## src/rtl/spf_pkg.sv

```systemverilog
package spf_pkg;

  typedef enum logic [3:0] {
    OP_RD_ONCE      = 4'd0,
    OP_RD_SHARED    = 4'd1,
    OP_RD_CLEAN     = 4'd2,
    OP_RD_NSD       = 4'd3,
    OP_RD_UNIQUE    = 4'd4,
    OP_CLEAN_UNIQUE = 4'd5,
    OP_MAKE_UNIQUE  = 4'd6,
    OP_WR_UNIQUE    = 4'd7,
    OP_WR_BACK      = 4'd8,
    OP_WR_CLEAN     = 4'd9,
    OP_EVICT        = 4'd10,
    OP_CLEAN_SHARED = 4'd11,
    OP_CLEAN_INVAL  = 4'd12,
    OP_MAKE_INVAL   = 4'd13
  } op_e;

  // Presence-vector action derived from an opcode
  typedef struct packed {
    logic snoop;        // snoop the other holders
    logic drop_others;  // clear every holder except the requester
    logic add_req;      // record the requester
    logic drop_req;     // remove the requester
  } act_t;

endpackage

```

## src/rtl/spf_op_decode.sv

```systemverilog
module spf_op_decode
  import spf_pkg::*;
(
  input  logic [3:0] op,
  output act_t       act
);

  always_comb begin
    act = '0;
    case (op)
      OP_RD_ONCE, OP_CLEAN_SHARED:
        act.snoop = 1'b1;
      OP_RD_SHARED, OP_RD_CLEAN, OP_RD_NSD: begin
        act.snoop   = 1'b1;
        act.add_req = 1'b1;
      end
      OP_RD_UNIQUE, OP_CLEAN_UNIQUE, OP_MAKE_UNIQUE: begin
        act.snoop       = 1'b1;
        act.drop_others = 1'b1;
        act.add_req     = 1'b1;
      end
      OP_WR_UNIQUE: begin
        act.snoop       = 1'b1;
        act.drop_others = 1'b1;
      end
      OP_WR_BACK, OP_EVICT:
        act.drop_req = 1'b1;
      OP_CLEAN_INVAL, OP_MAKE_INVAL: begin
        act.snoop       = 1'b1;
        act.drop_others = 1'b1;
        act.drop_req    = 1'b1;
      end
      default: act = '0;  // WriteClean and unused codes
    endcase
  end

endmodule

```

## src/rtl/spf_vec_update.sv

```systemverilog
module spf_vec_update
  import spf_pkg::*;
#(
  parameter int N_MASTERS = 4
) (
  input  act_t                 act,
  input  logic [N_MASTERS-1:0] cur_vec,
  input  logic [N_MASTERS-1:0] req_bit,
  output logic [N_MASTERS-1:0] snoop_vec,
  output logic [N_MASTERS-1:0] next_vec
);

  logic [N_MASTERS-1:0] others;
  logic [N_MASTERS-1:0] self_bit;

  always_comb begin
    others = cur_vec & ~req_bit;
    if (act.add_req)       self_bit = req_bit;
    else if (act.drop_req) self_bit = '0;
    else                   self_bit = cur_vec & req_bit;
    next_vec  = (act.drop_others ? '0 : others) | self_bit;
    snoop_vec = act.snoop ? others : '0;
  end

endmodule

```

## src/rtl/spf_table.sv

```systemverilog
module spf_table #(
  parameter int N_SETS    = 8,
  parameter int TAG_W     = 5,
  parameter int N_MASTERS = 4,
  localparam int IDX_W    = $clog2(N_SETS)
) (
  input  logic                 clk,
  input  logic                 rst_n,
  input  logic [IDX_W-1:0]     rd_idx,
  output logic [TAG_W-1:0]     rd_tag,
  output logic [N_MASTERS-1:0] rd_vec,
  input  logic                 we,
  input  logic [IDX_W-1:0]     wr_idx,
  input  logic [TAG_W-1:0]     wr_tag,
  input  logic [N_MASTERS-1:0] wr_vec
);

  logic [TAG_W-1:0]     tag_arr [N_SETS];
  logic [N_MASTERS-1:0] vec_arr [N_SETS];

  for (genvar g = 0; g < N_SETS; g++) begin : g_slot
    logic [TAG_W-1:0]     tag_q;
    logic [N_MASTERS-1:0] vec_q;
    logic                 slot_en;

    assign slot_en = we && (wr_idx == IDX_W'(g));

    always_ff @(posedge clk or negedge rst_n) begin
      if (!rst_n) begin
        tag_q <= '0;
        vec_q <= '0;
      end else if (slot_en) begin
        tag_q <= wr_tag;
        vec_q <= wr_vec;
      end
    end

    assign tag_arr[g] = tag_q;
    assign vec_arr[g] = vec_q;
  end

  assign rd_tag = tag_arr[rd_idx];
  assign rd_vec = vec_arr[rd_idx];

endmodule

```

## src/rtl/snoop_presence_filter.sv

```systemverilog
module snoop_presence_filter
  import spf_pkg::*;
#(
  parameter int N_MASTERS = 4,
  parameter int N_SETS    = 8,
  parameter int ADDR_W    = 8,
  localparam int ID_W     = $clog2(N_MASTERS),
  localparam int IDX_W    = $clog2(N_SETS),
  localparam int TAG_W    = ADDR_W - IDX_W
) (
  input  logic                 clk,
  input  logic                 rst_n,
  input  logic                 req_valid,
  input  logic [3:0]           req_op,
  input  logic [ADDR_W-1:0]    req_addr,
  input  logic [ID_W-1:0]      req_id,
  output logic                 snp_valid,
  output logic [N_MASTERS-1:0] snp_mask,
  output logic                 binv_valid,
  output logic [N_MASTERS-1:0] binv_mask
);

  // Reset: asserted asynchronously, released on the clock
  logic [1:0] rst_pipe;
  logic       rst_ok;

  always_ff @(posedge clk or negedge rst_n) begin
    if (!rst_n) rst_pipe <= 2'b00;
    else        rst_pipe <= {rst_pipe[0], 1'b1};
  end
  assign rst_ok = rst_pipe[1];

  // Lookup
  logic [IDX_W-1:0]     idx;
  logic [TAG_W-1:0]     tag;
  logic [TAG_W-1:0]     rd_tag;
  logic [N_MASTERS-1:0] rd_vec;
  logic [N_MASTERS-1:0] req_bit;
  logic [N_MASTERS-1:0] cur_vec;
  logic [N_MASTERS-1:0] snoop_vec;
  logic [N_MASTERS-1:0] next_vec;
  logic                 occupied;
  logic                 hit;
  logic                 displace;
  logic                 tbl_we;
  act_t                 act;

  assign idx = req_addr[IDX_W-1:0];
  assign tag = req_addr[ADDR_W-1:IDX_W];

  for (genvar g = 0; g < N_MASTERS; g++) begin : g_req_bit
    assign req_bit[g] = (req_id == ID_W'(g));
  end

  spf_table #(
    .N_SETS   (N_SETS),
    .TAG_W    (TAG_W),
    .N_MASTERS(N_MASTERS)
  ) u_table (
    .clk   (clk),
    .rst_n (rst_ok),
    .rd_idx(idx),
    .rd_tag(rd_tag),
    .rd_vec(rd_vec),
    .we    (tbl_we),
    .wr_idx(idx),
    .wr_tag(tag),
    .wr_vec(next_vec)
  );

  spf_op_decode u_dec (
    .op (req_op),
    .act(act)
  );

  assign occupied = |rd_vec;
  assign hit      = occupied && (rd_tag == tag);
  assign cur_vec  = hit ? rd_vec : '0;

  spf_vec_update #(.N_MASTERS(N_MASTERS)) u_upd (
    .act      (act),
    .cur_vec  (cur_vec),
    .req_bit  (req_bit),
    .snoop_vec(snoop_vec),
    .next_vec (next_vec)
  );

  // Write on a hit (possibly freeing) or on an allocating miss
  assign displace = req_valid && occupied && !hit && (|next_vec);
  assign tbl_we   = req_valid && (hit || (|next_vec));

  // Output next-state
  logic                 snp_valid_d;
  logic [N_MASTERS-1:0] snp_mask_d;
  logic                 binv_valid_d;
  logic [N_MASTERS-1:0] binv_mask_d;

  always_comb begin
    snp_mask_d   = req_valid ? snoop_vec : '0;
    snp_valid_d  = |snp_mask_d;
    binv_valid_d = displace;
    binv_mask_d  = displace ? rd_vec : '0;
  end

  always_ff @(posedge clk or negedge rst_ok) begin
    if (!rst_ok) begin
      snp_valid  <= 1'b0;
      snp_mask   <= '0;
      binv_valid <= 1'b0;
      binv_mask  <= '0;
    end else begin
      snp_valid  <= snp_valid_d;
      snp_mask   <= snp_mask_d;
      binv_valid <= binv_valid_d;
      binv_mask  <= binv_mask_d;
    end
  end

  // a raised snoop always names at least one master
  p_snoop_nonempty_r2: assert property (@(posedge clk) disable iff (!rst_ok)
    snp_valid |-> (|snp_mask));

  // the requester is never a snoop target
  p_not_self_r2: assert property (@(posedge clk) disable iff (!rst_ok)
    snp_valid |-> (snp_mask[$past(req_id)] == 1'b0));

  // no request means quiet outputs in the next cycle
  p_idle_quiet_r2: assert property (@(posedge clk) disable iff (!rst_ok)
    !req_valid |=> (!snp_valid && !binv_valid));

  // back-invalidate only follows a request and carries holders
  p_binv_cause_r8: assert property (@(posedge clk) disable iff (!rst_ok)
    binv_valid |-> ($past(req_valid) && (|binv_mask)));

endmodule

```

## config.mk

```make
export PLATFORM = sky130hd
export DESIGN_NAME = snoop_presence_filter
export DESIGN_NICKNAME = d
export VERILOG_FILES = /design/src/rtl/spf_pkg.sv /design/src/rtl/spf_op_decode.sv /design/src/rtl/spf_vec_update.sv /design/src/rtl/spf_table.sv /design/src/rtl/snoop_presence_filter.sv
export SDC_FILE = /design/constraint.sdc
export NUM_CORES = 1
export LEC_CHECK = 0
export BUFFER_PORTS_ARGS = -buffer_cell sky130_fd_sc_hd__buf_2
export CAP_MARGIN = 0
export CORE_MARGIN = 10
export CORE_UTILIZATION = 45
export CTS_BUF_LIST = sky130_fd_sc_hd__clkbuf_16
export CTS_CLUSTER_DIAMETER = 200
export CTS_CLUSTER_SIZE = 8
export DETAILED_ROUTE_END_ITERATION = 10
export HOLD_SLACK_MARGIN = 0.03
export SLEW_MARGIN = 20
export SYNTH_ARGS = -nofsm -noshare
export SYNTH_HDL_FRONTEND = slang
export SYNTH_SLANG_ARGS = --single-unit
```

## constraint.sdc

```tcl
create_clock -name clk -period 2.35 [get_ports clk]
set_clock_uncertainty 0.05 [all_clocks]
set_input_delay 0.1175 -clock clk [delete_from_list [all_inputs] [get_ports clk]]
set_output_delay 0.1175 -clock clk [all_outputs]
set_load 0.02 [all_outputs]
```

**Word level (Yosys, flattened, before mapping)**

Cells that the tools add are included.

- Bits in registers: 84
- Input port bits: 17
- Output and inout bits: 10
- Logic and storage cells: 92

- $lt $le $gt $ge: 1
- Equality and inequality tests: 23
- Mux-type cells: 17
- Bitwise gates (word level): 5
- Reductions and logical operators: 25

Operators with widths:

| cell | number |
|---|---|
| two-way mux 4 bit | 9 |
| == test 4 bit (second input constant) | 5 |
| == test 4 x 3 -> 1 bit (second input constant) | 4 |
| OR reduction 4 bit | 4 |
| binary-select mux 5 bit (select 3 bit) | 1 |
| logical AND 1 bit | 13 |
| binary-select mux 4 bit (select 3 bit) | 1 |
| == test 3 bit (second input constant) | 4 |
| OR reduction 6 bit | 2 |
| OR reduction 11 bit | 1 |
| two-way mux 5 bit | 2 |
| bitwise AND 4 bit | 2 |
| == test 4 x 2 -> 1 bit (second input constant) | 2 |
| == test 3 x 2 -> 1 bit (second input constant) | 2 |
| == test 5 bit | 1 |
| == test 2 bit (second input constant) | 2 |
| == test 4 x 1 -> 1 bit (second input constant) | 1 |
| greater-or-equal comparator 4 bit (second input constant) | 1 |
| logical NOT 4 bit | 1 |
| two-way mux 1 bit | 4 |
| inverter 3 -> 4 bit | 1 |
| inverter 4 bit | 1 |
| bitwise OR 4 bit | 1 |
| == test 3 x 1 -> 1 bit (second input constant) | 1 |
| other kinds (5) | 5 |

**Logic depth before layout (Yosys ltp)**

Gate-level depths: netlist of the first run.

- Depth in word-level cells: 15
- Mapped depth: 11
- Depth with buffers taken out: 8

**Modules after synthesis**

A second synthesis of the first run with hierarchy kept.

- Cell total of the unflattened synthesis: 268
- Area, all modules: 4,045.1 um2

By module, submodules not included:

| module | times used | cells an instance | area an instance (um2) | seq. area each (um2) |
|---|---|---|---|---|
| spf_table | 1 | 191 | 3,352.0 | 1,801.7 |
| snoop_presence_filter | 1 | 46 | 521.8 | 300.3 |
| spf_vec_update | 1 | 21 | 108.9 | 0.0 |
| spf_op_decode | 1 | 10 | 62.6 | 0.0 |

**Least setup slack after synthesis of the first run**

No wires, ideal clock.

- Path type: flip-flop to flip-flop
- Start: reg u_table.g_slot[7].tag_q[4]
- End: reg u_table.g_slot[6].tag_q[0]
- Library setup time: 125 ps
- Data arrival time: 2,571 ps
- Required time: 2,175 ps
- Path slack: -396 ps
- Stages on the path, launching flop included: 10
- Path buffers: 2
- Clock period less this slack: 2,746 ps
- Path through: dfrtp_1 mux4_2 mux2i_1 xor2_1 nand2_1 or4_1 buf_2 buf_6 o32ai_4 mux2_2

- Longest elaborated chain between the ends: 14
- Elaborated cells on any way between the ends: 16
- Those cells by class: eq/ne (1); mux (7); bitwise (3); reduce/logical (5)

Ends and longest elaborated chain:

| item | line | source |
|---|---|---|
| from (decl) | spf_table.sv:22 | `logic [TAG_W-1:0] tag_q;` |
| from (signal assigned) | spf_table.sv:33 | `tag_q <= wr_tag;` |
| binary-select mux 5 bit (select 3 bit) * | spf_table.sv:42 | `assign rd_tag = tag_arr[rd_idx];` |
| two-way mux 5 bit (not written as such) * (2 in series) | spf_table.sv:42 |  |
| == test 5 bit * | snoop_presence_filter.sv:77 | `assign hit = occupied && (rd_tag == tag);` |
| logical AND 1 bit * | snoop_presence_filter.sv:77 |  |
| two-way mux 4 bit | snoop_presence_filter.sv:78 | `assign cur_vec = hit ? rd_vec : '0;` |
| bitwise AND 4 bit | spf_vec_update.sv:20 | `else self_bit = cur_vec & req_bit;` |
| two-way mux 4 bit | spf_vec_update.sv:19 | `else if (act.drop_req) self_bit = '0;` |
| two-way mux 4 bit | spf_vec_update.sv:18 | `if (act.add_req) self_bit = req_bit;` |
| bitwise OR 4 bit | spf_vec_update.sv:21 | `next_vec = (act.drop_others ? '0 : others) \| self_bit;` |
| OR reduction 4 bit | snoop_presence_filter.sv:90 | `assign tbl_we = req_valid && (hit \|\| (\|next_vec));` |
| logical OR 1 bit * | snoop_presence_filter.sv:90 |  |
| logical AND 1 bit * | snoop_presence_filter.sv:90 |  |
| logical AND 1 bit * | spf_table.sv:26 | `assign slot_en = we && (wr_idx == IDX_W'(g));` |
| to (signal assigned) | spf_table.sv:33 |  |
| to (decl) | spf_table.sv:22 |  |

Every way passes the cells marked *; elsewhere a longest branch is shown, timed or not. The select of a mux whose other input is x is not followed.
A chain may end at the register's enable or synchronous reset.

**Worst setup path in the final report of the first run**

- Start: reg u_table.g_slot[4].tag_q[1]
- End: reg u_table.g_slot[1].vec_q[2]

- Longest elaborated chain between the ends: 14
- Elaborated cells on any way between the ends: 16
- Those cells by class: eq/ne (1); mux (7); bitwise (3); reduce/logical (5)

Ends and longest elaborated chain:

| item | line | source |
|---|---|---|
| from (decl) | spf_table.sv:22 |  |
| from (signal assigned) | spf_table.sv:33 |  |
| binary-select mux 5 bit (select 3 bit) * | spf_table.sv:42 |  |
| two-way mux 5 bit (not written as such) * (2 in series) | spf_table.sv:42 |  |
| == test 5 bit * | snoop_presence_filter.sv:77 |  |
| logical AND 1 bit * | snoop_presence_filter.sv:77 |  |
| two-way mux 4 bit | snoop_presence_filter.sv:78 |  |
| bitwise AND 4 bit | spf_vec_update.sv:20 |  |
| two-way mux 4 bit | spf_vec_update.sv:19 |  |
| two-way mux 4 bit | spf_vec_update.sv:18 |  |
| bitwise OR 4 bit | spf_vec_update.sv:21 |  |
| OR reduction 4 bit | snoop_presence_filter.sv:90 |  |
| logical OR 1 bit | snoop_presence_filter.sv:90 |  |
| logical AND 1 bit | snoop_presence_filter.sv:90 |  |
| logical AND 1 bit | spf_table.sv:26 |  |
| to (signal assigned) | spf_table.sv:34 | `vec_q <= wr_vec;` |
| to (decl) | spf_table.sv:23 | `logic [N_MASTERS-1:0] vec_q;` |

Marks and branches as above.

==> results.cfg, run 1 <==
[synthesis]
synth_flop_cell = dfrtp_1
syn_avg_cell_area_um2 = 13.1
synth_edf_count = 0
synthCells = 314
post-synth-top-area-cell = dfrtp_1
synth_most_common_cell = dfrtp_1
synth_area_leaders = dfrtp_1, mux2_2, mux4_2
ys_ff_latch = 84
synth.distinct_cells = 45
yosysSeqAreaShare = 0.512
async_flop_share = 1.00
yosysWarnings = 0
synth_fp_nets = 331
syn-cell-area_um2 = 4110
synth_common_cells = dfrtp_1, mux2_2, nand2_1
synth.top_cell.area_share = 0.512

[layout]
diodes = 0
syn_to_final_growth_pct = 31.0
finish.net_count = 419
drive_above_1_share = 0.518

[worst_hold_path]
min_path_type = in2reg
worstHoldStart = req_addr[5]

[global_routing]
gr-usage-all-layers = 0.154
overflow = 0
antenna_found_initial = 0
grt_pass1_wl_mm = 16.2
grt_max_degree = 47
grt_pass1_vias = 3089

[power_and_ir_drop]
p_sw_uw = 1020
p_leak_uw = 0.00248
seqPwrFrac = 0.461
power_uw = 3980
powerDensity_nw_per_um2 = 740
p_comb_frac = 0.195
vdd_drop_max_mv = 0.387
internal_power_uw = 2960
clockPowerShare = 0.343
switching_share = 0.257

[routing]
drc = 0
drtPass1Iterations = 4
vias = 2898
avgViaCountPerCell = 5.63
antenna_left = 0
drt_iter0_markers = 215
drt-total-wl_mm = 9.81
wire_per_inst_um = 19.0

[cts]
htreeDepth = 3
clk_latency_ps = 340
clock_path_buffers = 2
clk_pin_slew_ps = 60
cts_buffers = 9
cts_tree = yes
cts.sinks = 84
root_buffer = clkbuf_16
cts_setup_buffers = 0

[sta]
rsz0062_at_grt = true
fin_crit_ps = 2770
finalCritPeriodShare = 1.18
max_freq_mhz = 360
setup_violations = 82
final_hold_viol_count = 0
post-route-worst-setup-slack_ps = -425
holdWs_ps = 96.3
slew_viol_final = 0

[floorplan]
coreArea_um2 = 8810
fp.dieH_um = 116
die_x_um = 116
rows = 34
start_util = 0.466
io_pins = 27
die_area_um2 = 13300

[worst_setup_path]
r2r_setup_slack_ps = -420
cp_max_fo = 5
worst_setup_path_start_kind = register
cp.arrival_ps = 2940
critPathKind = reg2reg
worstSetupStartpoint = u_table.g_slot[4].tag_q[1]
cp.required_ps = 2510
worstSetupEndpointType = register
reg2reg_from = u_table.g_slot[4].tag_q[1]

[status]
status = finished with violations
violations = setup timing

[place]
io_buffers = 26
hpwl_mm = 7.12
place.gp.congestion = 0.879

[flow_run]
drv_cap = 0
## critical path, stage by stage, from the launching register on
cell,delay [ps]
dfrtp_1,410
mux4_2,480
mux2i_2,180
xor2_1,170
nand2_1,80
or4_4,440
buf_6,170
o21ai_4,190
buf_4,160
mux2_2,330
## logic make-up after synthesis
kind of cell | after synthesis | synth area share
multiplexers | 99 | 0.289
flip-flops | 84 | 0.512
AND/OR/NAND/NOR | 65 | 0.0786
AO/OA/AOI/OAI | 39 | 0.0835
buffers and inverters | 21 | 0.0253
XOR/XNOR | 5 | 0.0107
other | 1 | 0.000913
## layer usage
layer,global-route usage,vias to the layer above,wire [µm]
met5,0,-,0
met4,0.0490,0,189
met3,0.0388,17,520
met2,0.237,80,4400
met1,0.210,1453,4700
li1,-,1348,-
## cell usage in the layout, fill, tap and decap left out, types with 6 or more instances in the layout
master	count
dfrtp_1	83
mux2_2	58
buf_4	45
buf_2	26
mux2_4	19
nand2_1	18
buf_6	17
mux2i_1	12
nor2_1	10
nand3_1	10
clkbuf_16	9
mux4_2	8
inv_1	7
nand4_1	6
o21ai_4	6
## per-stage QoR
| stage | setup slack [ps] | utilization | cell area, µm² | setup TNS, ps | instances |
|---|---|---|---|---|---|
| 2_1_floorplan | -344 | - | 4170 | -19070 | 314 |
| 3_3_place_gp | -485 | 0.553 | 4870 | -28400 | 496 |
| 3_5_place_dp | -479 | 0.553 | 4870 | -28780 | 496 |
| 4_1_cts | -404 | 0.601 | 5290 | -28480 | 515 |
| 5_1_grt | -506 | 0.611 | 5380 | -36170 | 515 |
| 6_report | -425 | 0.611 | 5380 | -29460 | 515 |
## sequential cells by signal, summed over array words and instances (netlist names)
signal / flops
snp_valid: 1
binv_mask: 4
binv_valid: 1
snp_mask: 4
rst_pipe: 2
u_table.g_slot.vec_q: 32
u_table.g_slot.tag_q: 40
## area by class of cell
cell class	instances	area (µm²)
clock buffers	9	225
clock inverters	7	61.3
fillers	697	3420
inverters	5	18.8
multi-input cells	209	2100
flip-flops and latches	84	2110
well taps	108	135
repair buffers	93	739
## power by group through the flow
stage	logic (µW)	clock network, µW	registers, µW
global placement	713	0	1860
detailed placement	731	0	1860
floorplan	518	0	1820
global route	849	1470	1860
finish	778	1370	1840
CTS	765	1400	1840
## worst paths after layout
path                                               to  depth (start not counted)
min in group asynchronous  u_table.g_slot[0].tag_q[0]                          0
max reg2reg                u_table.g_slot[1].vec_q[2]                          9
min reg2reg                u_table.g_slot[0].tag_q[0]                          0
max in group asynchronous  u_table.g_slot[0].vec_q[2]                          1
max                        u_table.g_slot[1].vec_q[2]                          9
min                        u_table.g_slot[3].tag_q[2]                          2
## repair_timing
item                                    in CTS  in global routing
hold buffers                                 2                  0
gates resized for setup                     26                 16
pin swaps                                    3                  3
endpoints found under the hold margin        2                  0
gates cloned                                 1                  0
endpoints found under the setup margin      82                 82
Note: power is estimated with default switching activity, not from simulation.
==> run 2: changes to the inputs <==
--- a/config.mk
+++ b/config.mk
@@ -13,6 +13,7 @@
 export CTS_CLUSTER_DIAMETER = 200
 export CTS_CLUSTER_SIZE = 8
 export DETAILED_ROUTE_END_ITERATION = 10
+export GPL_TIMING_DRIVEN = 0
 export HOLD_SLACK_MARGIN = 0.03
 export SLEW_MARGIN = 20
 export SYNTH_ARGS = -nofsm -noshare
==> results.cfg, run 2 (same netlist as run 1, synthesis figures left out) <==
[place]
io_buffers = 19
hpwl_mm = 6.20
post-place-ws_ps = -928
place.gp.congestion = 0.808

[routing]
drtPass1Iterations = 4
drt-total-wl_mm = 10.6
avgViaCountPerCell = 5.96
vias = 2878
drt_iter0_markers = 155
drc = 0
wire_per_inst_um = 21.9
antenna_left = 0

[worst_setup_path]
r2r_setup_slack_ps = -510
cp.required_ps = 2520
worstSetupEndpointType = register
r2r_end = u_table.g_slot[4].tag_q[1]
reg2reg_from = u_table.g_slot[7].tag_q[1]
cp_max_fo = 8
worst_setup_path_start_kind = register
worst_r2r_path_depth = 10
critPathKind = reg2reg
cp.arrival_ps = 3030

[sta]
setup_violations = 82
slew_viol_final = 0
finalCritPeriodShare = 1.22
fin_crit_ps = 2860
worstMarginPinSlew_ps = 772
final_hold_viol_count = 0
rsz0062_at_grt = true
maxSlewHeadroom = 0.484
max_freq_mhz = 350
post-route-worst-setup-slack_ps = -508
setup_tns_ps = -32660

[power_and_ir_drop]
powerDensity_nw_per_um2 = 766
vdd_drop_max_mv = 0.655
p_leak_uw = 0.00245
power_uw = 4170

[global_routing]
grt.met3_usage = 0.0470
gr-usage-all-layers = 0.168
antenna_found_initial = 0
grt_pass1_vias = 3126
grt_pass1_wl_mm = 17.2
gr-usage-met1 = 0.223
overflow = 0
met2_usage = 0.263
grt_busiest_layer = met2
grt_max_degree = 50

[layout]
n_fill_cell = 668
syn_to_final_growth_pct = 32.6
drive_above_1_share = 0.475
seq_area_um2 = 2110
final_common_cell = dfrtp_1
top_register = u_table.g_slot.tag_q
reg_top3 = u_table.g_slot.tag_q (40), u_table.g_slot.vec_q (32)
final_cell_mix = dfrtp_1, mux2_4, buf_2
largest_reg_flops = 40
final_util = 0.619
finish.net_count = 388
multi_input_area_um2 = 2340
diodes = 0

[floorplan]
fp.dieH_um = 116
die_area_um2 = 13300
coreArea_um2 = 8810
start_util = 0.466
die_x_um = 116
io_pins = 27
rows = 34

[cts]
cts_buffers = 9
htreeDepth = 3
cts_tree = yes
clk_latency_ps = 340
cts.sinks = 84
root_buffer = clkbuf_16
clk_pin_slew_ps = 60
clock_path_buffers = 2

[worst_hold_path]
min_path_type = in2reg
worstHoldStart = req_id[0]
whs_path_depth = 3
hold_path_end = snp_mask[0]

[status]
violations = setup timing
status = finished with violations

[flow_run]
drv_cap = 0
run 2: cell types whose count changed in the layout (fill, tap and decap cells not counted), sizes merged:
cell / change
clkbuf: +4
clkinv: +2
bufinv: +1
buf: -35
clkinvlp: -2
inv: -2
run 2: per-layer routing:
layer	vias up	routed length [µm]
li1	1279	-
met1	1507	5030
met2	82	4940
met3	10	522
met4	0	103
met5	-	0
run 2: through the flow:
stage / hold WS, ps / area [µm²] / std cells
after floorplan: -228 / 4170 / 314
after global placement: -147 / 4400 / 441
after detailed placement: -144 / 4430 / 442
after CTS: 188 / 5380 / 482
after global routing: 212 / 5450 / 483
final: 201 / 5450 / 483
run 2: worst max path at each step:
| stage | end | startpoint | slack (ps) |
|---|---|---|---|
| 2_1_floorplan | u_table.g_slot[6].tag_q[0] | u_table.g_slot[3].tag_q[1] | -340 |
| 3_5_place_dp | u_table.g_slot[5].vec_q[0] | req_addr[0] | -930 |
| 6_report | u_table.g_slot[4].tag_q[1] | u_table.g_slot[7].tag_q[1] | -510 |
| 4_1_cts | u_table.g_slot[7].tag_q[3] | u_table.g_slot[7].tag_q[1] | -510 |
| 5_1_grt | u_table.g_slot[6].tag_q[4] | u_table.g_slot[7].tag_q[1] | -570 |
| 3_3_place_gp | u_table.g_slot[5].tag_q[3] | req_addr[0] | -930 |
run 2: timing repair:
item	4_1_cts	5_1_grt
hold buffers	2	0
pin swaps	8	10
gates cloned	1	0
endpoints found under the setup margin	82	82
gates resized for setup	92	12
buffers inserted	22	1
hold endpoints to repair	2	0
run 2: final cells by class:
| class | count | area share |
|---|---|---|
| Buffer | 16 | 0.0200 |
| Clock buffer | 9 | 0.0414 |
| Clock inverter | 6 | 0.0152 |
| Inverter | 5 | 0.00345 |
| Multi-Input combinational cell | 209 | 0.429 |
| Sequential cell | 84 | 0.387 |
| Tap cell | 108 | 0.0248 |
| Timing Repair Buffer | 46 | 0.0795 |
run 2: where the power goes:
group / total (µW) / switching, µW / internal (µW)
sequential: 1830 / 139 / 1690
clock: 1490 / 572 / 919
combinational: 854 / 345 / 509
run 2: worst max-delay path, cell delays in order, from the launching register on:
cell and delay, ps:
dfrtp_1 390, mux4_2 480, mux2i_1 160, xor2_1 200
nand2_1 70, or4_4 440, buf_12 170, buf_4 140
o21ai_4 150, buf_6 170, mux2_2 330
